`config.mk`:
```
export PLATFORM = sky130hd
export DESIGN_NAME = pwrfail_timesave
export DESIGN_NICKNAME = d
export VERILOG_FILES = /design/src/rtl/pfts_pkg.sv /design/src/rtl/pfts_lockout.sv /design/src/rtl/pfts_status.sv /design/src/rtl/pfts_tsave.sv /design/src/rtl/pwrfail_timesave.sv
export SDC_FILE = /design/constraint.sdc
export NUM_CORES = 1
export LEC_CHECK = 0
export ABC_CLOCK_PERIOD_IN_PS = 3700
export CORE_AREA = 2 2 61 52
export CTS_CLUSTER_DIAMETER = 120
export CTS_CLUSTER_SIZE = 28
export DETAILED_ROUTE_END_ITERATION = 16
export DIE_AREA = 0 0 63 54
export SETUP_SLACK_MARGIN = 0.3
export SLEW_MARGIN = 20
export SYNTH_ARGS = -nofsm -noshare
export SYNTH_HDL_FRONTEND = slang
export SYNTH_SLANG_ARGS = --single-unit
```
`constraint.sdc`:
```
create_clock -name clk -period 3.7 [get_ports clk]
set_clock_uncertainty 0.2 [all_clocks]
set_input_delay 1.11 -clock clk [delete_from_list [all_inputs] [get_ports clk]]
set_output_delay 1.11 -clock clk [all_outputs]
set_load 0.01 [all_outputs]
```
`src/rtl/pfts_pkg.sv`:
```
package pfts_pkg;

    typedef enum logic [1:0] {
        ADR_RUN   = 2'd0,
        ADR_MODE  = 2'd1,
        ADR_TSAVE = 2'd2,
        ADR_IRQCL = 2'd3
    } reg_adr_e;

    typedef struct packed {
        logic run;
        logic mode;
        logic tsave;
        logic irqcl;
    } wr_hit_t;

    function automatic wr_hit_t decode_wr(input logic en, input logic locked,
                                          input logic [1:0] adr);
        wr_hit_t h;
        logic    ok;
        ok      = en & ~locked;
        h.run   = ok & (adr == ADR_RUN);
        h.mode  = ok & (adr == ADR_MODE);
        h.tsave = ok & (adr == ADR_TSAVE);
        h.irqcl = ok & (adr == ADR_IRQCL);
        return h;
    endfunction

endpackage

```
`src/rtl/pfts_lockout.sv`:
```
module pfts_lockout #(
    parameter int CNT_W    = 6,
    parameter int MIN_HOLD = 30
) (
    input  logic             clk,
    input  logic             rst,
    input  logic             fail_cond,
    input  logic             sec_tick,
    input  logic [CNT_W-1:0] hold_len,
    output logic             lockout
);
    localparam logic [CNT_W-1:0] MIN_L = CNT_W'(MIN_HOLD);

    logic [CNT_W-1:0] cnt;
    logic [CNT_W-1:0] limit;

    assign limit = (hold_len < MIN_L) ? MIN_L : hold_len;

    always_ff @(posedge clk) begin
        if (rst) begin
            lockout <= 1'b1;
            cnt     <= '0;
        end else if (fail_cond) begin
            lockout <= 1'b1;
            cnt     <= '0;
        end else if (lockout && sec_tick) begin
            if (cnt == limit - 1'b1) begin
                lockout <= 1'b0;
                cnt     <= '0;
            end else begin
                cnt <= cnt + 1'b1;
            end
        end
    end
endmodule

```
`src/rtl/pfts_status.sv`:
```
module pfts_status (
    input  logic clk,
    input  logic rst,
    input  logic hit_run,
    input  logic hit_mode,
    input  logic hit_irqcl,
    input  logic wr_val,
    input  logic on_battery,
    input  logic batt_low_cmp,
    input  logic irq_en,
    input  logic fail_cond,
    output logic osc_fail,
    output logic clk_run,
    output logic single_supply,
    output logic low_batt,
    output logic irq
);
    always_ff @(posedge clk) begin
        if (rst) begin
            osc_fail      <= 1'b1;
            clk_run       <= 1'b0;
            single_supply <= 1'b1;
            low_batt      <= 1'b0;
            irq           <= 1'b0;
        end else begin
            if (hit_run) begin
                clk_run <= wr_val;
                if (wr_val) osc_fail <= 1'b0;
            end
            if (hit_mode) single_supply <= wr_val;
            low_batt <= on_battery & batt_low_cmp & irq_en;
            if (fail_cond && irq_en)      irq <= 1'b1;
            else if (hit_irqcl && wr_val) irq <= 1'b0;
        end
    end
endmodule

```
`src/rtl/pfts_tsave.sv`:
```
module pfts_tsave (
    input  logic clk,
    input  logic rst,
    input  logic hit_tsave,
    input  logic wr_val,
    input  logic on_battery,
    output logic tsave_en,
    output logic save_strobe
);
    logic batt_q;
    logic to_batt;

    assign to_batt = on_battery & ~batt_q;

    always_ff @(posedge clk) begin
        if (rst) begin
            batt_q      <= on_battery;
            tsave_en    <= 1'b0;
            save_strobe <= 1'b0;
        end else begin
            batt_q      <= on_battery;
            save_strobe <= tsave_en;
            if (to_batt)        tsave_en <= 1'b0;
            else if (hit_tsave) tsave_en <= wr_val;
        end
    end
endmodule

```
`src/rtl/pwrfail_timesave.sv`:
```
module pwrfail_timesave
    import pfts_pkg::*;
#(
    parameter int CNT_W    = 6,
    parameter int MIN_HOLD = 30
) (
    input  logic             clk,
    input  logic             rst,
    input  logic             sec_tick,
    input  logic             vcc_good,
    input  logic             on_battery,
    input  logic             ext_fail,
    input  logic             batt_low_cmp,
    input  logic             fail_irq_en,
    input  logic [CNT_W-1:0] debounce_len,
    input  logic             wr_en,
    input  logic [1:0]       wr_addr,
    input  logic             wr_val,
    output logic             osc_fail,
    output logic             clk_run,
    output logic             single_supply,
    output logic             low_batt,
    output logic             irq,
    output logic             lockout,
    output logic             tsave_en,
    output logic             save_strobe
);
    logic    fail_cond;
    wr_hit_t hit;

    assign fail_cond = ext_fail | ~vcc_good;
    assign hit       = decode_wr(wr_en, lockout, wr_addr);

    pfts_lockout #(.CNT_W(CNT_W), .MIN_HOLD(MIN_HOLD)) u_lock (
        .clk      (clk),
        .rst      (rst),
        .fail_cond(fail_cond),
        .sec_tick (sec_tick),
        .hold_len (debounce_len),
        .lockout  (lockout)
    );

    pfts_status u_stat (
        .clk          (clk),
        .rst          (rst),
        .hit_run      (hit.run),
        .hit_mode     (hit.mode),
        .hit_irqcl    (hit.irqcl),
        .wr_val       (wr_val),
        .on_battery   (on_battery),
        .batt_low_cmp (batt_low_cmp),
        .irq_en       (fail_irq_en),
        .fail_cond    (fail_cond),
        .osc_fail     (osc_fail),
        .clk_run      (clk_run),
        .single_supply(single_supply),
        .low_batt     (low_batt),
        .irq          (irq)
    );

    pfts_tsave u_tsave (
        .clk        (clk),
        .rst        (rst),
        .hit_tsave  (hit.tsave),
        .wr_val     (wr_val),
        .on_battery (on_battery),
        .tsave_en   (tsave_en),
        .save_strobe(save_strobe)
    );
endmodule

```
* Word-level counts from Yosys, hierarchy flattened
Cells that the tools add are included.
** Word-level totals
- Flip-flop bits (word level) :: 15
- Bits of input ports :: 18
- Output and inout port bits :: 8
- Logic and storage cells :: 42
** Operators by class
- Add/subtract/negate cells :: 2
- $lt $le $gt $ge :: 1
- Equal/unequal tests :: 4
- Mux-type cells :: 4
- Bitwise gates (word level) :: 12
- Reduce and logical (&&, ||, !) cells :: 9
** Operator list (number)
- $mux W6 :: 2
- $and A1 B1 Y1 :: 8
- $add A6 B1 Y6 const B :: 1
- $eq A6 B6 Y1 :: 1
- $lt A6 B5 Y1 const B :: 1
- $sub A6 B1 Y6 const B :: 1
- $eq A2 B2 Y1 const B :: 2
- $reduce_and A2 Y1 :: 2
- $reduce_or A2 Y1 :: 2
- $logic_and A1 B1 Y1 :: 3
- $not A1 Y1 :: 3
- $eq A2 B1 Y1 const B :: 1
- $logic_not A2 Y1 :: 1
- $mux W1 :: 2
- $reduce_bool A2 Y1 :: 1
- $or A1 B1 Y1 :: 1

* Longest topological paths before layout
Gate-level depths: netlist (run 1).
- Depth after elaboration :: 6
- Gate-level depth with buffers :: 10
- Mapped depth without buffers :: 9

* Hierarchy
Synthesis (run 1) repeated with hierarchy kept, for this count alone.
** Second synthesis, totals
- Cell total of the unflattened synthesis :: 99
- Area, all modules :: 859.6 um^2
** Modules (own cells, without submodules)
- pfts_lockout :: instances 1, cells an instance 72, area an instance 540.5 um^2, seq. area each 140.1 um^2
- pfts_status :: instances 1, cells an instance 15, area an instance 170.2 um^2, seq. area each 100.1 um^2
- pfts_tsave :: instances 1, cells an instance 7, area an instance 92.6 um^2, seq. area each 60.1 um^2
- pwrfail_timesave :: instances 1, cells an instance 5, area an instance 56.3 um^2, seq. area each 0.0 um^2

* Worst setup path before layout (run 1)
No wires, ideal clock.
- Kind :: input to register
- Start :: input debounce_len[1]
- End :: register u_lock.cnt[4]
- Library setup time :: 0.125 ns
- Data arrival time :: 2.920 ns
- Required time :: 3.375 ns
- Setup slack :: 0.454 ns
- Cell stages on the path :: 10
- Buffers on the path :: 1
- Cell sequence :: and4_1 > o21ai_0 > ha_1 > nor3b_1 > mux2i_1 > xnor2_1 > or4b_1 > buf_6 > nand3_1 > a31oi_1
** On the way
- Cells in the longest elaborated chain, start to end :: 5
** Ends and longest elaborated chain
- start: declaration :: line pwrfail_timesave.sv:15 : input logic [CNT_W-1:0] debounce_len,
- $lt A6 B5 Y1 :: line pfts_lockout.sv:17 : assign limit = (hold_len < MIN_L) ? MIN_L : hold_len;
- $mux W6 * :: line pfts_lockout.sv:17
- $sub A6 B1 Y6 * :: line pfts_lockout.sv:27 : if (cnt == limit - 1'b1) begin
- $eq A6 B6 Y1 * :: line pfts_lockout.sv:27
- $mux W6 * :: line pfts_lockout.sv:27
- end signal: assignment :: line pfts_lockout.sv:31 : cnt <= cnt + 1'b1;
- end: declaration :: line pfts_lockout.sv:14 : logic [CNT_W-1:0] cnt;
Every way passes the cells marked *; elsewhere a longest branch is shown, timed or not.
A chain may end at the register's enable or synchronous reset.

* Worst setup path after layout (run 1)
- Start :: input debounce_len[3]
- End :: register u_lock.cnt[4]
Same word-level chain as after synthesis.

==> reports/results.txt, run 1 <==
Syn Nets -> 122
Antenna Violating Nets Remaining -> 0
pwr dens -> 244 nW/um^2
Setup crit start kind -> primary input
Mean Syn Cell Area -> 8.34 sq um
Hold WC Path Type -> reg2reg
I/O Pins -> 26
launching point of the worst reg2reg path -> u_lock.cnt[3]
H-tree depth -> 1
CTS tree -> yes
fill count -> 303
GR Overflow Total -> 0
final worst slack -> 0.452 ns
count leader, synth -> dfxtp_1
vias in the first global route -> 810
CTS buffer count -> 3
Arr. time, crit path -> 3.21 ns
die height -> 54 microns
largest area contributor in the netlist -> dfxtp_1
fmax -> 308 MHz
clock sink total -> 15
final setup fails -> 0
HP Start -> u_stat.osc_fail
nets -> 159
CP max-delay cell -> or4b_4
first-pass GRT wire length -> 3660 microns
Pre-Repair DR Iteration Count -> 4
worst hold endpoint -> u_stat.osc_fail
initial DRC count -> 26
#FFs+latches synth -> 15
Netlist cell types -> 38
critical path capture point type -> flip-flop
initial antenna violation count -> 0
Multi-input gate area -> 566 sq um
sequential-to-total area share from yosys stat -> 35.3%
largest net degree at the start of global routing -> 12
yosys warns -> 0
Worst EP required -> 3.66 ns
fin. max-slew vios -> 0
dpl ws -> -0.241 ns
Root Buffer -> clkbuf_4
status -> finished, final reports clean
hold-critical path depth -> 1
die width -> 63 microns
setup TNS -> 0 ns
commonest cells in the netlist -> dfxtp_1, nand2_1, a21oi_1, nor2b_1, o21ai_0
buffer and inverter count on the worst path -> 1
Remaining DRCs -> 0
Yosys top cell area share -> 35.3%
Cell Rows -> 18
multiplexer share of the synthesized area -> 1.18%
Worst Path Class, Setup -> in2reg
number of flops mapped to enable cells by yosys -> 0
worst ir drop on vdd -> 0.000239 V
Port Buffers -> 25
Routability Congestion -> 0.717
CP peak stage delay -> 0.62 ns
gr usage total -> 13.7%
xor/xnor share of the synthesized area -> 3.09%
clk slew on worst S/H paths -> 0.09 ns
Top FF cell, synth -> dfxtp_1
Max Cap Viol -> 0
Finished Core Util -> 44.7%
fin crit share -> 87.8%
mapped cell area -> 851 sq um
clk buf depth -> 2
core area -> 2860 sq um
Compound-Gate Fraction of Synth Area -> 17.9%
CP delay by family, top -> simple AND/OR/NAND/NOR gates
share of cells above drive strength 1 -> 18.1%
Antenna Diode Count -> 0
register area -> 300 sq um
max_slew headroom -> 75.0%
Synth area leaders -> dfxtp_1, nand2_1, nor2b_1, a21oi_1, o21ai_0
post-synthesis adder-cell area fraction -> 4.12%
routed vias/inst -> 5.11
crit-path cells -> dlygate4sd2_1, and4_4, o21ai_2, ha_1, xor2_1, o221ai_1, nand4b_1, or4b_4, nand3_2, a31oi_1
worst-margin pin slew -> 0.370 ns
R2R depth -> 6
RSZ-0062 raised after global routing -> false
average wire per standard cell -> 12.6 microns
Synth Area in Simple Gates -> 34.4%
CP max FO -> 5
synth-to-layout area growth -> 50.1%
R2R setup slack -> 1.62 ns
FFs w/ async S/R, synth -> 0%
Final Hold Viols -> 0
largest family of logic cells by synthesized area -> simple AND/OR/NAND/NOR gates
Synth Instances -> 102
WL final -> 2240 microns
Starting Density -> 29.7%
post-DP HPWL -> 1600 microns
Clock Latency Late Sink -> 0.27 ns
P_leak -> 0.000477 uW
Tmin final -> 3.25 ns
die area -> 3400 sq um
routed via count -> 910
worst reg2reg endpoint -> u_lock.cnt[4]
[placed cells by master (no fill, tap or decap), types with 3 or more instances in the layout]
cell type / synthesis / layout
a21oi_1: 7 / 7
buf_4: 0 / 9
clkbuf_4: 0 / 3
clkdlybuf4s50_1: 0 / 19
dfxtp_1: 15 / 15
inv_1: 4 / 4
nand2_1: 13 / 13
nand2b_1: 4 / 4
nand3_1: 5 / 3
nor2_1: 4 / 4
nor2b_1: 6 / 5
nor3_1: 3 / 3
o21ai_0: 6 / 3
o21ai_2: 1 / 4
[final cells by class]
| class | instances | area share (%) |
|---|---|---|
| Inverter | 4 | 1.18 |
| Tap cell | 40 | 3.92 |
| Timing Repair Buffer | 34 | 25.1 |
| Clock buffer | 4 | 2.06 |
| Multi-Input combinational cell | 81 | 44.3 |
| Sequential cell | 15 | 23.5 |
[state kept, by name (all words and copies together) (netlist names)]
name                  cells
u_lock.cnt                6
u_lock.lockout            1
u_stat.clk_run            1
u_stat.irq                1
u_stat.low_batt           1
u_stat.osc_fail           1
u_stat.single_supply      1
u_tsave.batt_q            1
u_tsave.save_strobe       1
u_tsave.tsave_en          1
[cells by family after synthesis]
group,after synthesis
xor gates and xnor gates,3
buffers and inverters,7
muxes,1
AOI/OAI and AO/OA,23
DFF,15
adders and majority gates,3
and+or+nand+nor,50
[worst max path at each step]
| stage | start | to | depth (start not counted) |
|---|---|---|---|
| finish | debounce_len[3] | u_lock.cnt[4] | 10 |
| global route | debounce_len[3] | u_lock.lockout | 10 |
| detailed placement | debounce_len[3] | u_lock.cnt[4] | 10 |
| floorplan | debounce_len[1] | u_lock.cnt[4] | 10 |
| global placement | debounce_len[3] | u_lock.cnt[4] | 10 |
| CTS | debounce_len[5] | u_lock.lockout | 9 |
[per-layer routing]
metal	wire (microns)	up-vias	track usage, %	share of wire (%)
met4	10	0	4.44	0.45
met2	1020	25	22.2	46
met5	0	-	0	0
li1	-	451	-	-
met1	1110	432	18.0	49
met3	100	2	3.56	4.5
[timing repair]
item,4_1_cts,5_1_grt
endpoints found under the setup margin,7,6
cloned,1,0
hold buffers,0,0
pin swaps,4,3
setup buffers,1,0
resized for setup,13,8
[stage by stage]
stage / total power (uW) / cell area (sq um) / hold slack, ns / instances
5_1_grt: 331 / 1280 / 0.294 / 178
2_1_floorplan: 186 / 851 / 0.229 / 102
4_1_cts: 314 / 1260 / 0.276 / 178
3_3_place_gp: 220 / 1190 / 0.243 / 172
3_5_place_dp: 221 / 1190 / 0.250 / 172
6_report: 312 / 1280 / 0.271 / 178
[worst reg2reg max path, stage by stage (launching register included)]
cell     delay (ns)
dfxtp_1        0.42
inv_1          0.13
o41ai_2        0.34
a21oi_1        0.11
or4b_4         0.58
nand3_2        0.12
a31oi_1        0.08
[power by group]
group / leakage, uW / switching [uW] / total, uW / internal, uW
clock: 0.0000150 / 50.4 / 92.2 / 41.7
combinational: 0.000341 / 23.1 / 55.1 / 31.9
sequential: 0.000122 / 1.24 / 165 / 163
total: 0.000477 / 74.8 / 312 / 237
No activity file was read; power rests on OpenSTA's default activity.
==> run 2: changes to the inputs <==
--- a/config.mk
+++ b/config.mk
@@ -6,11 +6,11 @@
 export NUM_CORES = 1
 export LEC_CHECK = 0
 export ABC_CLOCK_PERIOD_IN_PS = 3700
-export CORE_AREA = 2 2 61 52
+export CORE_AREA = 2 2 63 53
 export CTS_CLUSTER_DIAMETER = 120
 export CTS_CLUSTER_SIZE = 28
 export DETAILED_ROUTE_END_ITERATION = 16
-export DIE_AREA = 0 0 63 54
+export DIE_AREA = 0 0 65 55
 export SETUP_SLACK_MARGIN = 0.3
 export SLEW_MARGIN = 20
 export SYNTH_ARGS = -nofsm -noshare
==> reports/results.txt, run 2 (synthesis gave the netlist of run 1 again) <==
max_slew headroom -> 75.3%
Antenna Diode Count -> 0
Final Hold Viols -> 0
fmax -> 302 MHz
WHS -> 0.260 ns
Starting Density -> 28.8%
buffer and inverter count on the worst path -> 1
worst ir drop on vdd -> 0.000177 V
Remaining DRCs -> 0
Hold WC Path Type -> reg2reg
post-DP HPWL -> 1580 microns
average wire per standard cell -> 11.9 microns
Tmin final -> 3.31 ns
routed vias/inst -> 5.04
RSZ-0062 raised after global routing -> false
clock sink total -> 15
P_leak -> 0.000486 uW
Port Buffers -> 25
die width -> 65 microns
I/O Pins -> 26
critical path capture point type -> flip-flop
vias in the first global route -> 907
Antenna Violating Nets Remaining -> 0
WL final -> 2130 microns
Routability Congestion -> 0.802
commonest non-fill, non-tap cell in the layout -> clkdlybuf4s50_1
CP peak stage delay -> 0.63 ns
max reg flops -> 6
crit-path cells -> clkdlybuf4s15_1, and4_1, o21ai_1, ha_1, xor2_1, o221ai_1, nand4b_1, or4b_4, nand3_2, a31oi_1
GR Overflow Total -> 0
synth-to-layout area growth -> 51.6%
status -> finished, final reports clean
CP max FO -> 5
die area -> 3580 sq um
nets -> 160
die height -> 55 microns
CP delay by family, top -> simple AND/OR/NAND/NOR gates
clk slew on worst S/H paths -> 0.06 ns
Clock Latency Late Sink -> 0.24 ns
clk buf depth -> 2
Largest Register -> u_lock.cnt
Worst EP required -> 3.62 ns
CP max-delay cell -> or4b_4
routed via count -> 902
core area -> 2950 sq um
gr usage total -> 12.9%
Area after DPL -> 1200 sq um
Arr. time, crit path -> 3.24 ns
worst-margin pin slew -> 0.365 ns
initial antenna violation count -> 0
CTS buffer count -> 3
highest-count cells in the layout ignoring fill and taps -> clkdlybuf4s50_1, dfxtp_1, nand2_1
largest net degree at the start of global routing -> 12
Max Cap Viol -> 0
initial DRC count -> 19
hold bufs inserted after CTS -> 0
post-route cell area -> 1290 sq um
Root Buffer -> clkbuf_8
CTS tree -> yes
pwr dens -> 269 nW/um^2
Pre-Repair DR Iteration Count -> 4
final setup fails -> 0
Cell Rows -> 18
fin crit share -> 89.5%
share of cells above drive strength 1 -> 18.7%
Worst Path Class, Setup -> in2reg
first-pass GRT wire length -> 3620 microns
fin. max-slew vios -> 0
H-tree depth -> 1
Setup crit start kind -> primary input
==> run 2: changes by cell type in the layout (fill, tap and decap cells not counted), sizes merged <==
cell         change
clkbuf           +2
dlygate4sd2      -2
buf              +1
==> run 2: metrics by stage <==
step / util, % / setup WS, ns / std cells / power [uW] / setup TNS [ns]
after floorplan: - / 0.454 / 102 / 186 / 0
after global placement: 40.7 / -0.171 / 173 / 221 / -1.08
after detailed placement: 40.7 / -0.244 / 173 / 222 / -1.52
after CTS: 43.4 / 0.329 / 179 / 353 / 0
after global routing: 43.7 / 0.311 / 179 / 366 / 0
final: 43.7 / 0.387 / 179 / 346 / 0
==> run 2: where the power goes <==
group	internal (uW)	switching (uW)	total [uW]	leakage (uW)
clock	76.0	51.2	127	0.0000228
combinational	31.8	22.6	54.4	0.000341
sequential	164	1.24	165	0.000122
total	271	75.0	346	0.000486
==> run 2: final cells by class <==
class	instances	area [sq um]
Fill cell	309	1660
Sequential cell	15	300
Tap cell	40	50.0
Timing Repair Buffer	35	320
Inverter	4	15.0
Multi-Input combinational cell	81	559
Clock buffer	4	45.0
==> run 2: per-layer routing <==
layer | track usage, % | wire, microns
met5 | 0 | 0
met4 | 4.96 | 0
met3 | 2.02 | 132
met2 | 25.9 | 1070
met1 | 13.8 | 931
==> run 2: what timing repair did <==
action,in CTS,in global routing
endpoints found under the setup margin,7,7
cloned,1,0
gates resized for setup,12,11
pin swaps,4,9
buffers inserted,1,0
==> run 2: worst paths after layout <==
check | startpoint | endpoint | slack, ns | depth (start not counted)
max | debounce_len[4] | u_lock.cnt[4] | 0.39 | 10
min | u_tsave.batt_q | u_tsave.tsave_en | 0.26 | 2
max reg2reg | u_lock.cnt[3] | u_lock.cnt[4] | 1.60 | 6
min reg2reg | u_tsave.batt_q | u_tsave.tsave_en | 0.26 | 2
==> run 2: tightest hold or removal path, stage by stage, from the launching register on <==
cell and delay (ns):
dfxtp_1 0.29, inv_1 0.04, a2111oi_0 0.08
